## src/rtl/atn_pkg.sv

```systemverilog
package atn_pkg;

    // Transmitter handshake state seen from the requester
    typedef enum logic [1:0] {
        TX_FREE  = 2'd0,
        TX_PULSE = 2'd1,
        TX_WAIT  = 2'd2
    } tx_state_e;

    // Decision for one cycle: whether a request starts and why
    typedef struct packed {
        logic fire;
        logic by_func;
        logic by_ber;
    } atn_grant_t;

    function automatic atn_grant_t decide(input logic idle,
                                          input logic tx_free,
                                          input logic func_want,
                                          input logic held,
                                          input logic ber_pend);
        atn_grant_t g;
        g.by_func = func_want & ~held;
        g.by_ber  = ber_pend;
        g.fire    = idle & tx_free & (g.by_func | g.by_ber);
        return g;
    endfunction

endpackage

```

## src/rtl/atn_evt_track.sv

```systemverilog
module atn_evt_track #(
    parameter int N_FUNC = 2
) (
    input  logic              clk,
    input  logic              rst,
    input  logic [N_FUNC-1:0] func_evt,
    input  logic [N_FUNC-1:0] func_en,
    input  logic              stat_rd,
    output logic [N_FUNC-1:0] flags,
    output logic              func_want
);

    // One sticky flag per function; a same-cycle event beats the read clear
    for (genvar i = 0; i < N_FUNC; i++) begin : g_flag
        always_ff @(posedge clk) begin
            if (rst)
                flags[i] <= 1'b0;
            else if (func_evt[i])
                flags[i] <= 1'b1;
            else if (stat_rd)
                flags[i] <= 1'b0;
        end
    end

    assign func_want = |(flags & func_en);

    p_read_clear_r9: assert property (@(posedge clk) disable iff (rst)
        (stat_rd && func_evt == '0) |=> (flags == '0));

    p_evt_sets_r10: assert property (@(posedge clk) disable iff (rst)
        (func_evt != '0) |=> ((flags & $past(func_evt)) == $past(func_evt)));

endmodule

```

## src/rtl/atn_ber_track.sv

```systemverilog
module atn_ber_track (
    input  logic clk,
    input  logic rst,
    input  logic bus_err,
    input  logic bus_rst,
    input  logic stat_rd,
    input  logic sent,
    output logic ber_flag,
    output logic ber_pend
);

    // Status flag: visible to the master until read
    always_ff @(posedge clk) begin
        if (rst)
            ber_flag <= 1'b0;
        else if (bus_err)
            ber_flag <= 1'b1;
        else if (stat_rd)
            ber_flag <= 1'b0;
    end

    // Pending attention: cancelled by a bus reset, retired once sent
    always_ff @(posedge clk) begin
        if (rst || bus_rst)
            ber_pend <= 1'b0;
        else if (bus_err)
            ber_pend <= 1'b1;
        else if (sent)
            ber_pend <= 1'b0;
    end

    p_rst_cancel_r7: assert property (@(posedge clk) disable iff (rst)
        bus_rst |=> !ber_pend);

    p_ber_flag_r10: assert property (@(posedge clk) disable iff (rst)
        bus_err |=> ber_flag);

endmodule

```

## src/rtl/atn_issue.sv

```systemverilog
module atn_issue
    import atn_pkg::*;
(
    input  logic clk,
    input  logic rst,
    input  logic bus_idle,
    input  logic bus_rst,
    input  logic stat_rd,
    input  logic tx_done,
    input  logic func_want,
    input  logic ber_pend,
    output logic sent,
    output logic attn_req
);

    tx_state_e  state;
    logic       held;
    atn_grant_t grant;

    always_comb grant = decide(bus_idle, state == TX_FREE, func_want, held, ber_pend);

    assign sent = grant.fire;

    always_ff @(posedge clk) begin
        if (rst) begin
            state <= TX_FREE;
        end else begin
            unique case (state)
                TX_FREE:  if (grant.fire) state <= TX_PULSE;
                TX_PULSE: state <= tx_done ? TX_FREE : TX_WAIT;
                TX_WAIT:  if (tx_done) state <= TX_FREE;
                default:  state <= TX_FREE;
            endcase
        end
    end

    // Hold-back of function attentions; a request that served a function wins
    always_ff @(posedge clk) begin
        if (rst)
            held <= 1'b0;
        else if (grant.fire && grant.by_func)
            held <= 1'b1;
        else if (stat_rd || bus_rst)
            held <= 1'b0;
    end

    assign attn_req = (state == TX_PULSE);

    p_idle_only_r2: assert property (@(posedge clk) disable iff (rst)
        attn_req |-> $past(bus_idle));

    p_one_cycle_r3: assert property (@(posedge clk) disable iff (rst)
        attn_req |=> !attn_req);

    p_wait_done_r3: assert property (@(posedge clk) disable iff (rst)
        (state == TX_WAIT && !tx_done) |=> !attn_req);

    p_held_r5: assert property (@(posedge clk) disable iff (rst)
        attn_req |-> $past(!held || ber_pend));

endmodule

```

## src/rtl/atn_ctrl.sv

```systemverilog
module atn_ctrl #(
    parameter int N_FUNC = 2
) (
    input  logic              clk,
    input  logic              rst,
    input  logic              bus_idle,
    input  logic              bus_err,
    input  logic              bus_rst,
    input  logic [N_FUNC-1:0] func_evt,
    input  logic [N_FUNC-1:0] func_en,
    input  logic              stat_rd,
    input  logic              tx_done,
    output logic              attn_req,
    output logic [N_FUNC-1:0] stat_evt,
    output logic              stat_ber
);

    logic func_want;
    logic ber_pend;
    logic sent;

    atn_evt_track #(.N_FUNC(N_FUNC)) u_evt (
        .clk       (clk),
        .rst       (rst),
        .func_evt  (func_evt),
        .func_en   (func_en),
        .stat_rd   (stat_rd),
        .flags     (stat_evt),
        .func_want (func_want)
    );

    atn_ber_track u_ber (
        .clk      (clk),
        .rst      (rst),
        .bus_err  (bus_err),
        .bus_rst  (bus_rst),
        .stat_rd  (stat_rd),
        .sent     (sent),
        .ber_flag (stat_ber),
        .ber_pend (ber_pend)
    );

    atn_issue u_issue (
        .clk       (clk),
        .rst       (rst),
        .bus_idle  (bus_idle),
        .bus_rst   (bus_rst),
        .stat_rd   (stat_rd),
        .tx_done   (tx_done),
        .func_want (func_want),
        .ber_pend  (ber_pend),
        .sent      (sent),
        .attn_req  (attn_req)
    );

endmodule

```

## config.mk

```make
export PLATFORM = sky130hd
export DESIGN_NAME = atn_ctrl
export DESIGN_NICKNAME = d
export VERILOG_FILES = /design/src/rtl/atn_pkg.sv /design/src/rtl/atn_evt_track.sv /design/src/rtl/atn_ber_track.sv /design/src/rtl/atn_issue.sv /design/src/rtl/atn_ctrl.sv
export SDC_FILE = /design/constraint.sdc
export NUM_CORES = 1
export LEC_CHECK = 0
export BUFFER_PORTS_ARGS = -buffer_cell sky130_fd_sc_hd__buf_2
export CAP_MARGIN = 15
export CORE_AREA = 3 3 40 42
export DETAILED_ROUTE_END_ITERATION = 7
export DIE_AREA = 0 0 43 45
export PLACE_DENSITY = 0.54
export SLEW_MARGIN = 20
export SYNTH_ARGS = -nofsm -noshare
export SYNTH_HDL_FRONTEND = slang
export SYNTH_HIERARCHICAL = 1
export SYNTH_SLANG_ARGS = --single-unit
```

## constraint.sdc

```tcl
create_clock -name clk -period 2.6 [get_ports clk]
set_input_delay 0.39 -clock clk [delete_from_list [all_inputs] [get_ports clk]]
set_output_delay 0.39 -clock clk [all_outputs]
set_load 0.02 [all_outputs]
```

# --- Word level (Yosys, flattened, before mapping) ---
# Index checks and enable logic that the tools add are counted.
classes:
  n_mux: 12
  reduce_logical: 11
  bitwise: 6
  n_eq_ne: 4
ops:
  columns: ["op", "count"]
  rows:
  - ["$reduce_bool A2 Y1", 5]
  - ["$mux W1", 8]
  - ["$mux W2", 3]
  - ["$pmux W2 S3", 1]
  - ["$ne A2 B2 Y1 const B", 2]
  - ["$and A1 B1 Y1", 3]
  - ["$and A2 B2 Y2", 1]
  - ["$eq A2 B1 Y1 const B", 1]
  - ["$eq A2 B2 Y1 const B", 1]
  - ["$logic_not A2 Y1", 1]
  - ["$logic_or A1 B1 Y1", 2]
  - ["$reduce_and A2 Y1", 1]
  - ["$reduce_or A2 Y1", 1]
  - ["$logic_and A1 B1 Y1", 1]
  - ["$not A1 Y1", 1]
  - ["$or A1 B1 Y1", 1]
word_totals:
  wordCells: 39
  register_bits: 7
  input_bits: 11

# --- Depth between registers and ports, before layout ---
# Gate-level depths: netlist of the first run.
logic_depth:
  ltp_word: 7
  ltp_mapped: 5
  depth_no_buf: 5

# --- Cells and area by module ---
# Netlist of the first run, hierarchy kept.
modules_own_cells:
  columns: ["mod", "cells_each", "n_inst", "seq_area_each_um2", "area_each_um2"]
  rows:
  - ["atn_issue", 13, 1, 60.1, 143.9]
  - ["atn_evt_track", 9, 1, 40.0, 78.8]
  - ["atn_ber_track", 7, 1, 40.0, 73.8]

# --- Least setup slack after synthesis of the first run ---
# No wires, ideal clock.
synth_timing:
  kind: "input to register"
  from: "in func_en[0]"
  to: "reg u_ber.ber_pend"
  setup_time_ps: 79
  arrival_ps: 1117
  n_path_buf: 0
  cell_stages: 5
  slack_ps: 1404
  path_cell_list: "a22o_1 nand2b_1 a21oi_1 nand2b_1 a211oi_2"
synth_between:
  elab_chain_len: 6
synth_lines:
  columns: ["element", "line_no", "source"]
  rows:
  - ["start: declaration", "atn_ctrl.sv:10", "input logic [N_FUNC-1:0] func_en,"]
  - ["$and A2 B2 Y2", "atn_evt_track.sv:25", "assign func_want = |(flags & func_en);"]
  - ["$reduce_or A2 Y1", "atn_evt_track.sv:25", null]
  - ["$and A1 B1 Y1", "atn_pkg.sv:23", "g.by_func = func_want & ~held;"]
  - ["$or A1 B1 Y1", "atn_pkg.sv:25", "g.fire = idle & tx_free & (g.by_func | g.by_ber);"]
  - ["$and A1 B1 Y1", "atn_pkg.sv:25", null]
  - ["net sent", "atn_ctrl.sv:20", "logic sent;"]
  - ["$reduce_bool A2 Y1 (no source line)", null, null]
  - ["end signal: assignment", "atn_ber_track.sv:25", "ber_pend <= 1'b0;"]
  - ["end signal: assignment", "atn_ber_track.sv:27", "ber_pend <= 1'b1;"]
  - ["end signal: assignment", "atn_ber_track.sv:29", "ber_pend <= 1'b0;"]
  - ["end: declaration", "atn_ber_track.sv:9", "output logic ber_pend"]
# The timed path passes the listed nets, and every way through them passes these cells.
# A chain may end at the register's enable or synchronous reset.

# --- Worst setup path in the final report of the first run ---
layout_timing:
  from: "reg u_issue.state[1]"
  to: "out attn_req"
layout_between:
  elab_chain_len: 1
layout_lines:
  columns: ["element", "line_no", "source"]
  rows:
  - ["start: declaration", "atn_issue.sv:16", "tx_state_e state;"]
  - ["start signal: assignment", "atn_issue.sv:30", "TX_PULSE: state <= tx_done ? TX_FREE : TX_WAIT;"]
  - ["$eq A2 B1 Y1", "atn_issue.sv:47", "assign attn_req = (state == TX_PULSE);"]
  - ["end: declaration", "atn_ctrl.sv:13", "output logic attn_req,"]
# Every way passes these cells.

==> flow_summary.toml, run 1 <==
[clocking]
cts.repair.resized = 0
cts.sinks = 7
cts_root_buffer = "clkbuf_4"
post_cts_buffers = 0
ctsHoldBuffers = 0
numCtsBuffers = 3
clk-insertion-delay-late_ps = 250
cts_tree = "done"
htree_levels = 1
clk_pin_slew_worst_paths_ps = 50
clock_path_buffers = 2

[global_route]
grt_first_pass_wirelength_um = 1069
overflow = 0
grt_use_total_pct = 8.013
grt_pass1_vias = 270
grt_max_degree = 9
antenna_found_initial = 0

[power]
cellLeakagePower_nw = 0.1879
p_per_area_mw_per_mm2 = 606.1
p_seq_share_pct = 46.6
intPower_uw = 188.7
p_comb_share_pct = 14.1
p_total_uw = 249.5
ir_worst_vdd_uv = 267.5
switching_share_pct = 24.36
clockPowerShare_pct = 39.2
switchingPower_uw = 60.78

[worst_setup_path]
cp.required_ps = 2210
critPathLaunchType = "register"
path_cells = "and2b_2 > buf_2"
crit_family = "flip-flops"
critical_path_class = "register to output pin"
cp.arrival_ps = 960
critPathBufInv = 1
slowest_delay_ps = 350
path_max_fanout = 3
end_kind = "output pin"
crit_slowest_cell = "dfxtp_1"

[job]
max_cap_violations = 0

[die]
design.portCount = 15
core_mm2 = 0.001285
initial_utilization_pct = 23.08
die_h_um = 45
die_w_um = 43
num_rows = 13
dieArea_mm2 = 0.001935

[cells_and_area]
drive_gt1_share_pct = 46.81
syn_to_final_growth_pct = 38.82
n_antenna_cell = 0
fin_nets = 59
fill_cells = 143

[yosys]
synth-async-reset-ratio_pct = 0
ys_seq_area_share_pct = 47.26
syn_area_um2 = 296.5
synthAdderAreaFrac_pct = 0
synth_edf_count = 0
synth-xor-area-share_pct = 2.954
synth_top_family_by_area = "simple AND/OR/NAND/NOR gates"
netlist-cell-type-count = 12
synth_area_leaders = "dfxtp_1, nand2b_1, a211oi_2, a21oi_1, inv_1"
synth_common_cells = "dfxtp_1, nand2b_1, a21oi_1, inv_1, a211oi_2"
ys_seq_elements = 7
yosysWarnings = 6
synth_top_area_cell = "dfxtp_1"
synthMuxAreaShare_pct = 0
synth-compound-area-share_pct = 22.36
synth_ff_type = "dfxtp_1"
yosysMostFrequentCell = "dfxtp_1"
synth_top_cell_area_share_pct = 47.26
synthCells = 29
syn_nets = 40
synth-simple-area-share_pct = 22.36
postSynthAreaPerCell_um2 = 10.23

[outcome]
status = "complete, no violations"

[sta]
maxSlewViolCount = 0
fin_tns_setup_ps = 0
tightest_slew_ps = 186.8
timing.final.crit_share_pct = 51.95
setup_viol = 0
fmax_ghz = 0.7404
rsz0062_at_grt = "false"
slew_headroom_pct = 87.47
hold_viol_final = 0
fin_crit_ps = 1351
clock_skew_ps = 1.558

[detailed_routing]
dr.pass1.iters = 2
num_vias = 274
drt_iter0_drc = 3
drc_errors = 0
finalWirelength_um = 606
final_antenna_net_count = 0
avgRoutedWirePerCell_um = 9.774
viasPerCell = 4.419

[worst_hold_path]
hp-class = "primary input to register"

[place]
numPortBuffers = 14
place_congestion = 0.7075
flip-flops by register name (all words and copies together) (netlist names):
signal and count:
u_evt/flags 2, u_issue/state 2, u_ber/ber_flag 1, u_ber/ber_pend 1, u_issue/held 1
placed cells by master, fill, tap and decap left out, drive strengths merged:
cell,n
o31ai,1
buf,14
clkbuf,4
a22o,1
and2b,1
or3b,1
dfxtp,7
xnor2,1
nand2b,5
a21oi,4
or4b,1
inv,4
a211oi,2
nor3,1
kinds of logic after synthesis:
| logic type | Yosys count |
|---|---|
| AND/OR/NAND/NOR | 9 |
| AO/OA/AOI/OAI | 8 |
| flip-flops | 7 |
| buffers and inverters | 4 |
| XOR/XNOR | 1 |
worst paths after layout:
path,start,to,slack [ps],depth (start not counted)
setup reg to reg,u_evt/flags[0],u_ber/ber_pend,1420,5
setup / recovery,u_issue/state[1],attn_req,1250,2
hold reg to reg,u_ber/ber_flag,u_ber/ber_flag,470,2
hold / removal,tx_done,u_issue/state[1],300,2
layout make-up:
type	count	area (um^2)	share of cell area (%)
Inverter	4	15.01	3.647
Sequential cell	7	140.1	34.04
Multi-Input combinational cell	18	141.4	34.35
Timing Repair Buffer	14	70.07	17.02
Tap cell	15	18.77	4.559
Clock buffer	4	26.28	6.383
stage by stage:
stage                     area, um^2  hold WS, ps  worst slack (ps)  cells  util, %
after floorplan                296.5        454.6              1404     29        -
after global placement         385.4        456.3              1255     58    29.99
after detailed placement       385.4        463.9              1238     58    29.99
after CTS                      411.6        295.3              1235     62    32.04
after global routing           411.6        299.9              1212     62    32.04
final                          411.6        300.4              1249     62    32.04
power groups by stage:
stage	registers, mW	clock network (mW)	logic, mW
after floorplan	0.122	0	0.0163
after global placement	0.119	0	0.0352
after detailed placement	0.119	0	0.0357
after CTS	0.116	0.102	0.0359
after global routing	0.117	0.108	0.0390
final	0.116	0.0979	0.0353
routing by layer:
layer / global-route usage, % / vias up / part of all wire (%)
li1: - / 136 / -
met1: 7.767 / 128 / 46
met4: 9.036 / 0 / 0
met3: 2.390 / 0 / 6.9
met2: 12.87 / 10 / 47
met5: 0 / - / 0
(Power assumes the default switching activity.)
==> run 2: changes to the inputs <==
Settings changed: PLACE_DENSITY 0.54 to 0.56.
Clock period 2.6 ns to 1.2 ns, I/O delays scaled along.
==> run 2 against run 1 <==
  * Critical path depth stayed put
  * First-iteration DRC count did not move
  * Worst hold slack got worse by 220 ps
  * Sequential cell count is the same
  * Via count increased by 1.1%
  * Total power increased by 130%
  * Clock-buffer cell count unchanged
  * Die area did not move
  * Clock power grew 130%
  * Register-to-register slack got worse by 1400 ps
  * Sequential share of layout area fell by 2.9 points
  * Wire length up 16%
  * Largest power group unchanged
  * Highest routed layer is now met4
==> flow_summary.toml, run 2 (synthesized netlist as in run 1, its figures left out) <==
[global_route]
grt_pass1_vias = 265
grt_use_total_pct = 8.528
antenna_found_initial = 0
grt_max_degree = 8
overflow = 0
grt_first_pass_wirelength_um = 1090

[cells_and_area]
reg.largest.list = "u_evt/flags (2), u_issue/state (2)"
fin_cells = 66
n_antenna_cell = 0
fin_nets = 63
mostFrequentLayoutCells = "buf_2, dfxtp_1, buf_4, inv_1, nand2b_1"
design_area_um2 = 454.2
final_common_cell = "buf_2"
drive_gt1_share_pct = 56.86
syn_to_final_growth_pct = 53.16

[die]
core_mm2 = 0.001285
die_h_um = 45
design.portCount = 15
die_w_um = 43
initial_utilization_pct = 23.08
dieArea_mm2 = 0.001935
num_rows = 13

[clocking]
numCtsBuffers = 3
cts_tree = "done"
cts_root_buffer = "clkbuf_4"
clock_path_buffers = 2
clk-insertion-delay-late_ps = 260
clk_pin_slew_worst_paths_ps = 50
htree_levels = 1
ctsHoldBuffers = 0
cts.sinks = 7

[power]
clockPowerShare_pct = 38.8
p_per_area_mw_per_mm2 = 1256
p_comb_share_pct = 16.7
switchingPower_uw = 145.9
ir_worst_vdd_uv = 359.6
switching_share_pct = 25.58
cellLeakagePower_nw = 0.2096
intPower_uw = 424.5
p_seq_share_pct = 44.4

[worst_setup_path]
cp.arrival_ps = 980
crit_family = "flip-flops"
crit_slowest_cell = "dfxtp_1"
critPathBufInv = 1
critical_path_class = "register to output pin"
ff2ff_setup_slack_ps = 50
path_max_fanout = 3
critPathLaunchType = "register"
end_kind = "output pin"
cp.required_ps = 1020
path_cells = "and2b_2 > buf_2"
slowest_delay_ps = 350

[detailed_routing]
finalWirelength_um = 704
drc_errors = 0
avgRoutedWirePerCell_um = 10.67
dr.pass1.iters = 4
drt_iter0_drc = 3
final_antenna_net_count = 0
num_vias = 277
viasPerCell = 4.197

[sta]
timing.final.crit_share_pct = 96.45
tightest_slew_ps = 155.2
maxSlewViolCount = 0
slew_headroom_pct = 89.59
clock_skew_ps = 1.972
hold_viol_final = 0
fmax_ghz = 0.8640
fin_tns_setup_ps = 0
fin_crit_ps = 1157
setup_viol = 0

[place]
place_congestion = 0.6901
place_area_um2 = 400.4
hpwl_um = 496.1
numPortBuffers = 14
placed_cells = 60

[job]
max_cap_violations = 0

[outcome]
status = "complete, no violations"

[worst_hold_path]
hp-class = "primary input to register"
==> run 2: final timing paths <==
kind,from,to,cells after the start
worst max-delay path,u_issue/state[1],attn_req,2
worst min-delay path,tx_done,u_issue/state[1],2
worst max register to register,u_issue/state[0],u_issue/held,3
worst min register to register,u_ber/ber_flag,u_ber/ber_flag,2
==> run 2: layer usage <==
layer	vias to the layer above	share of wire [%]	GRT usage, %
met5	-	0	0
met4	0	3.1	9.036
met3	4	14	7.570
met2	14	38	10.78
met1	117	45	7.805
li1	142	-	-
==> run 2: layout make-up <==
class	count	area, um^2
Fill cell	139	830.8
Sequential cell	7	141.4
Clock buffer	4	26.28
Inverter	4	15.01
Multi-Input combinational cell	18	152.6
Timing Repair Buffer	18	100.1
Tap cell	15	18.77
==> run 2: timing repair <==
item / in CTS / in global routing
setup buffers: 0 / 2
gates resized for setup: 0 / 3
setup endpoints to repair: 0 / 1
==> run 2: stage by stage <==
stage | util (%) | hold WS, ps | setup slack (ps) | total power, mW
after floorplan | - | 244.6 | 14.55 | 0.2996
final | 35.35 | 80.77 | 42.59 | 0.5704
after CTS | 33.20 | 66.73 | 27.04 | 0.5723
after global routing | 35.35 | 68.67 | -9.820 | 0.5995
after detailed placement | 31.16 | 350.6 | 57.00 | 0.3400
after global placement | 31.16 | 350.8 | 69.67 | 0.3403
==> run 2: power groups by stage <==
stage	Sequential [mW]	Clock (mW)	Combinational (mW)
floorplan	0.264	0	0.0353
finish	0.253	0.221	0.0954
global route	0.255	0.240	0.105
global placement	0.257	0	0.0831
CTS	0.252	0.237	0.0834
detailed placement	0.257	0	0.0829
